===== config.mk =====
export PLATFORM = sky130hd
export DESIGN_NAME = parity_err_capture
export DESIGN_NICKNAME = d
export VERILOG_FILES = /design/src/rtl/pecap_pkg.sv /design/src/rtl/pecap_parity_chk.sv /design/src/rtl/pecap_capture.sv /design/src/rtl/pecap_reg_view.sv /design/src/rtl/parity_err_capture.sv
export SDC_FILE = /design/constraint.sdc
export NUM_CORES = 1
export LEC_CHECK = 0
export BUFFER_PORTS_ARGS = -buffer_cell sky130_fd_sc_hd__buf_2
export CAP_MARGIN = 10
export CORE_MARGIN = 1
export CORE_UTILIZATION = 48
export DETAILED_ROUTE_END_ITERATION = 7
export PLACE_DENSITY = 0.95
export SLEW_MARGIN = 10
export SYNTH_ARGS = -nofsm -noshare
export SYNTH_HDL_FRONTEND = slang
export SYNTH_HIERARCHICAL = 1
export SYNTH_SLANG_ARGS = --single-unit

===== constraint.sdc =====
create_clock -name clk -period 2.3 [get_ports clk]
set_input_delay 0.46 -clock clk [delete_from_list [all_inputs] [get_ports clk]]
set_output_delay 0.46 -clock clk [all_outputs]
set_load 0.005 [all_outputs]

===== src/rtl/pecap_pkg.sv =====
package pecap_pkg;
  localparam int unsigned REG_W    = 32;
  localparam int unsigned ADDR_LSB = 2;

  typedef struct packed {
    logic hit;
    logic rel;
  } rd_cmd_t;
endpackage


===== src/rtl/pecap_parity_chk.sv =====
module pecap_parity_chk #(
  parameter int unsigned DATA_W = 32,
  parameter int unsigned ADDR_W = 10,
  parameter int unsigned LANE_W = 8
) (
  input  logic              clk,
  input  logic              rst,
  input  logic              rd_vld,
  input  logic [ADDR_W-1:0] rd_idx,
  input  logic [DATA_W-1:0] rd_data,
  input  logic              rd_par,
  output logic              err_vld,
  output logic [ADDR_W-1:0] err_idx
);
  localparam int unsigned LANES = (DATA_W + LANE_W - 1) / LANE_W;
  localparam int unsigned PAD_W = LANES * LANE_W;

  logic [PAD_W-1:0] padded;
  logic [LANES-1:0] lane_par;
  logic             mismatch;

  always_comb begin
    padded = '0;
    padded[DATA_W-1:0] = rd_data;
  end

  for (genvar g = 0; g < LANES; g++) begin : g_lane
    assign lane_par[g] = ^padded[g*LANE_W +: LANE_W];
  end

  assign mismatch = (^lane_par) ^ rd_par;

  always_ff @(posedge clk) begin
    if (rst) begin
      err_vld <= 1'b0;
    end else begin
      err_vld <= rd_vld & mismatch;
    end
    err_idx <= rd_idx;
  end
endmodule


===== src/rtl/pecap_capture.sv =====
module pecap_capture #(
  parameter int unsigned ADDR_W = 10
) (
  input  logic              clk,
  input  logic              rst,
  input  logic              err_vld,
  input  logic [ADDR_W-1:0] err_idx,
  input  logic              release_i,
  output logic              held,
  output logic [ADDR_W-1:0] held_addr
);
  logic take;

  assign take = err_vld & (~held | release_i);

  always_ff @(posedge clk) begin
    if (rst) begin
      held <= 1'b0;
    end else if (take) begin
      held <= 1'b1;
    end else if (release_i) begin
      held <= 1'b0;
    end
  end

  always_ff @(posedge clk) begin
    if (take) begin
      held_addr <= err_idx;
    end
  end
endmodule


===== src/rtl/pecap_reg_view.sv =====
module pecap_reg_view
  import pecap_pkg::*;
#(
  parameter int unsigned ADDR_W = 10
) (
  input  logic              clk,
  input  logic              rst,
  input  logic              sel,
  input  logic              rd,
  input  logic              dbg,
  input  logic [ADDR_W-1:0] addr,
  output rd_cmd_t           cmd,
  output logic [REG_W-1:0]  rdata
);
  logic [REG_W-1:0] field;

  always_comb begin
    field = '0;
    field[ADDR_LSB +: ADDR_W] = addr;
  end

  always_comb begin
    cmd.hit = sel & rd;
    cmd.rel = sel & rd & ~dbg;
  end

  always_ff @(posedge clk) begin
    if (rst) begin
      rdata <= '0;
    end else if (cmd.hit) begin
      rdata <= field;
    end
  end
endmodule


===== src/rtl/parity_err_capture.sv =====
module parity_err_capture
  import pecap_pkg::*;
#(
  parameter int unsigned DATA_W = 32,
  parameter int unsigned ADDR_W = 10
) (
  input  logic              clk,
  input  logic              rst,
  input  logic              ram_rd_vld,
  input  logic [ADDR_W-1:0] ram_rd_idx,
  input  logic [DATA_W-1:0] ram_rd_data,
  input  logic              ram_rd_par,
  input  logic              dbg_mode,
  input  logic              reg_sel,
  input  logic              reg_rd,
  output logic [REG_W-1:0]  reg_rdata,
  output logic              err_valid
);
  logic              chk_err;
  logic [ADDR_W-1:0] chk_idx;
  logic [ADDR_W-1:0] cap_addr;
  rd_cmd_t           cmd;

  pecap_parity_chk #(.DATA_W(DATA_W), .ADDR_W(ADDR_W)) u_chk (
    .clk(clk), .rst(rst), .rd_vld(ram_rd_vld), .rd_idx(ram_rd_idx),
    .rd_data(ram_rd_data), .rd_par(ram_rd_par),
    .err_vld(chk_err), .err_idx(chk_idx)
  );

  pecap_capture #(.ADDR_W(ADDR_W)) u_cap (
    .clk(clk), .rst(rst), .err_vld(chk_err), .err_idx(chk_idx),
    .release_i(cmd.rel), .held(err_valid), .held_addr(cap_addr)
  );

  pecap_reg_view #(.ADDR_W(ADDR_W)) u_view (
    .clk(clk), .rst(rst), .sel(reg_sel), .rd(reg_rd), .dbg(dbg_mode),
    .addr(cap_addr), .cmd(cmd), .rdata(reg_rdata)
  );
endmodule


==> run summary <==
Placeable Area: 3050 um^2
Power Total: 1.44 mW
Post-Synth Simple-Gate Area: 6.67%
Adder-cell share of the synthesized area: 0%
First-pass GRT wire length: 4.05 mm
FF+latch count, synth: 32
Synth area leader: dfxtp_1
Maximum vdd drop: 0.516 mV
IO Pins: 82
Warnings, synthesis: 6
N_diodes: 0
Placed insts: 227
Clock slew at reported path FFs: 90 ps
Highest clock rate: 0.640 GHz
Post-route DRC: 0
Avg Cell Area, Syn: 12.0 um^2
WP data arrival: 1810 ps
Clock sinks: 32
Setup repair after global routing missed its margin: no
Via/cell ratio: 4.21
Power per cell area: 773 nW/um^2
Critical path required time: 2550 ps
Number of I/O port buffers: 59
Post-Syn Area: 1540 um^2
Post-Synth XOR/XNOR Area: 18.3%
Via count: 990
Layout Skew: 9.57 ps
WL/cell: 9.83 um
Global Route Usage Sum: 16.2%
Final HPWL DP: 1.81 mm
CTS tree: built
Clock period minus worst slack: 1560 ps
Area growth, synth to finish: 20.9%
Drt pass-1 iters: 4
Final Hold Viols: 0
Starting Density: 50.4%
Overflow after GRT: 0
DIE WIDTH: 58.6 um
Top cells by area, synth: dfxtp_1, edfxtp_1, xnor2_1
Synth top area share: 28.6%
CTS H-tree depth: 2
Die span in y: 58.6 um
Cell count after synthesis: 128
Drt initial violations: 11
Crit path kind: in -> reg
Max-slew violations: 0
Type of origin of the critical path: input pin
Synth Area in Compound Gates: 12.8%
Mux share of post-synthesis cell area: 0.651%
Setup violators final: 0
Final ANT Viol Nets: 0
GPL Wtd Cong: 0.717
Setup crit end kind: flip-flop
Post_cts resized: 0
Main combinational cell family by area after synthesis: XOR/XNOR gates
HP Class: in -> reg
Vias in the first global route: 983
CTS Buf Count: 5
Dpl ws: 411 ps
Std cell rows: 20
Postcts setup bufs: 0
CTS root buf: clkbuf_4
Final Cycle Share: 67.9%
Status: finished clean
Final net count: 239
Sequential fraction of the synthesis area: 48.2%
Die area: 3430 um^2
Max cap viols: 0
Clock tree buffer depth: 2
Pin count of the biggest net entering global routing: 21
Critical path peak fanout: 2
Skew-Pair Late Insertion Delay: 320 ps
Hold-fix buffers, CTS: 0
Share of cells above drive strength 1: 42.9%
Final core occ: 60.9%
TNS Setup: 0 ps
Leakage power: 0.824 nW
Final wirelength: 2.31 mm
Final worst slack: 738 ps
Count of unique library cells instantiated by Yosys: 21
Initial antenna violation count: 0
Non-filler instance count after layout: 235
## metal layers
| metal | global-route usage, % | part of all wire (%) |
|---|---|---|
| met1 | 18.2 | 43 |
| met2 | 25.8 | 48 |
| met3 | 6.37 | 7.7 |
| met4 | 10.2 | 1.3 |
| met5 | 0 | 0 |
## final timing paths
check                                 startpoint                 end  slack [ps]  cells after the start
worst min-delay path               ram_rd_idx[9]    u_chk/err_idx[9]         240                      1
worst max register to register        u_cap/held  u_cap/held_addr[3]        1380                      2
worst max-delay path             ram_rd_data[23]       u_chk/err_vld         740                      6
worst min register to register  u_chk/err_idx[9]  u_cap/held_addr[9]         410                      0
## worst max-delay path, stage by stage
cell and delay, ps:
buf_2 100, xnor2_1 190, xnor2_1 140, xnor3_1 420
or3b_1 360, mux2i_1 130
## placed cells by master, fill, tap and decap left out, drive strengths merged
cell type	synthesis	routed
nor2b	1	1
bufinv	0	1
or3b	1	1
mux2i	1	1
nand3b	1	1
buf	26	61
a21bo	10	10
xnor2	26	26
nand3	10	10
clkbuf	1	6
clkinv	0	1
nand2b	1	1
inv	1	1
a21oi	11	11
xnor3	2	2
and2	2	2
dfxtp	22	22
xor2	1	1
edfxtp	10	10
conb	1	22
## cells by family (layout without fill, tap and decap cells)
| family | count (synthesis) | in the layout |
|---|---|---|
| other | 1 | 22 |
| muxes | 1 | 1 |
| and+or+nand+nor | 16 | 16 |
| DFF | 32 | 32 |
| AOI/OAI and AO/OA | 21 | 21 |
| xor gates and xnor gates | 29 | 29 |
| buffers and inverters | 28 | 70 |
## area by class of cell
class / instances / area (um^2)
clock buffer: 6 / 41.3
clock inverter: 2 / 35.0
fill: 273 / 1190
inverter: 1 / 3.75
multi-input combinational: 89 / 673
sequential: 32 / 741
tap: 44 / 55.1
timing repair buffer: 61 / 310
## metrics by stage
step	area [um^2]	hold slack (ps)
global route	1860	195
floorplan	1620	386
global placement	1780	390
finish	1860	239
detailed placement	1780	389
CTS	1860	213
## sequential cells by signal, summed over array words and instances (netlist names)
signal / cells
u_cap/held: 1
u_cap/held_addr: 10
u_chk/err_idx: 10
u_chk/err_vld: 1
u_view/rdata: 10
## synthesized netlist by cell type
cell type	count
edfxtp_1	10
buf_2	2
mux2i_1	1
or3b_1	1
nand2b_4	1
nand3_1	10
a21oi_2	11
dfxtp_1	22
nand3b_1	1
nor2b_1	1
conb_1	1
and2_4	1
buf_6	1
a21bo_1	10
xor2_1	1
inv_1	1
xnor3_1	2
and2_2	1
xnor2_1	26
clkbuf_2	1
buf_4	23
## power breakdown
part	internal, mW	switching, mW	total (mW)
clock	0.228	0.174	0.402
sequential	0.673	0.0259	0.698
combinational	0.189	0.148	0.337
total	1.09	0.348	1.44
No activity file was read; power rests on OpenSTA's default activity.
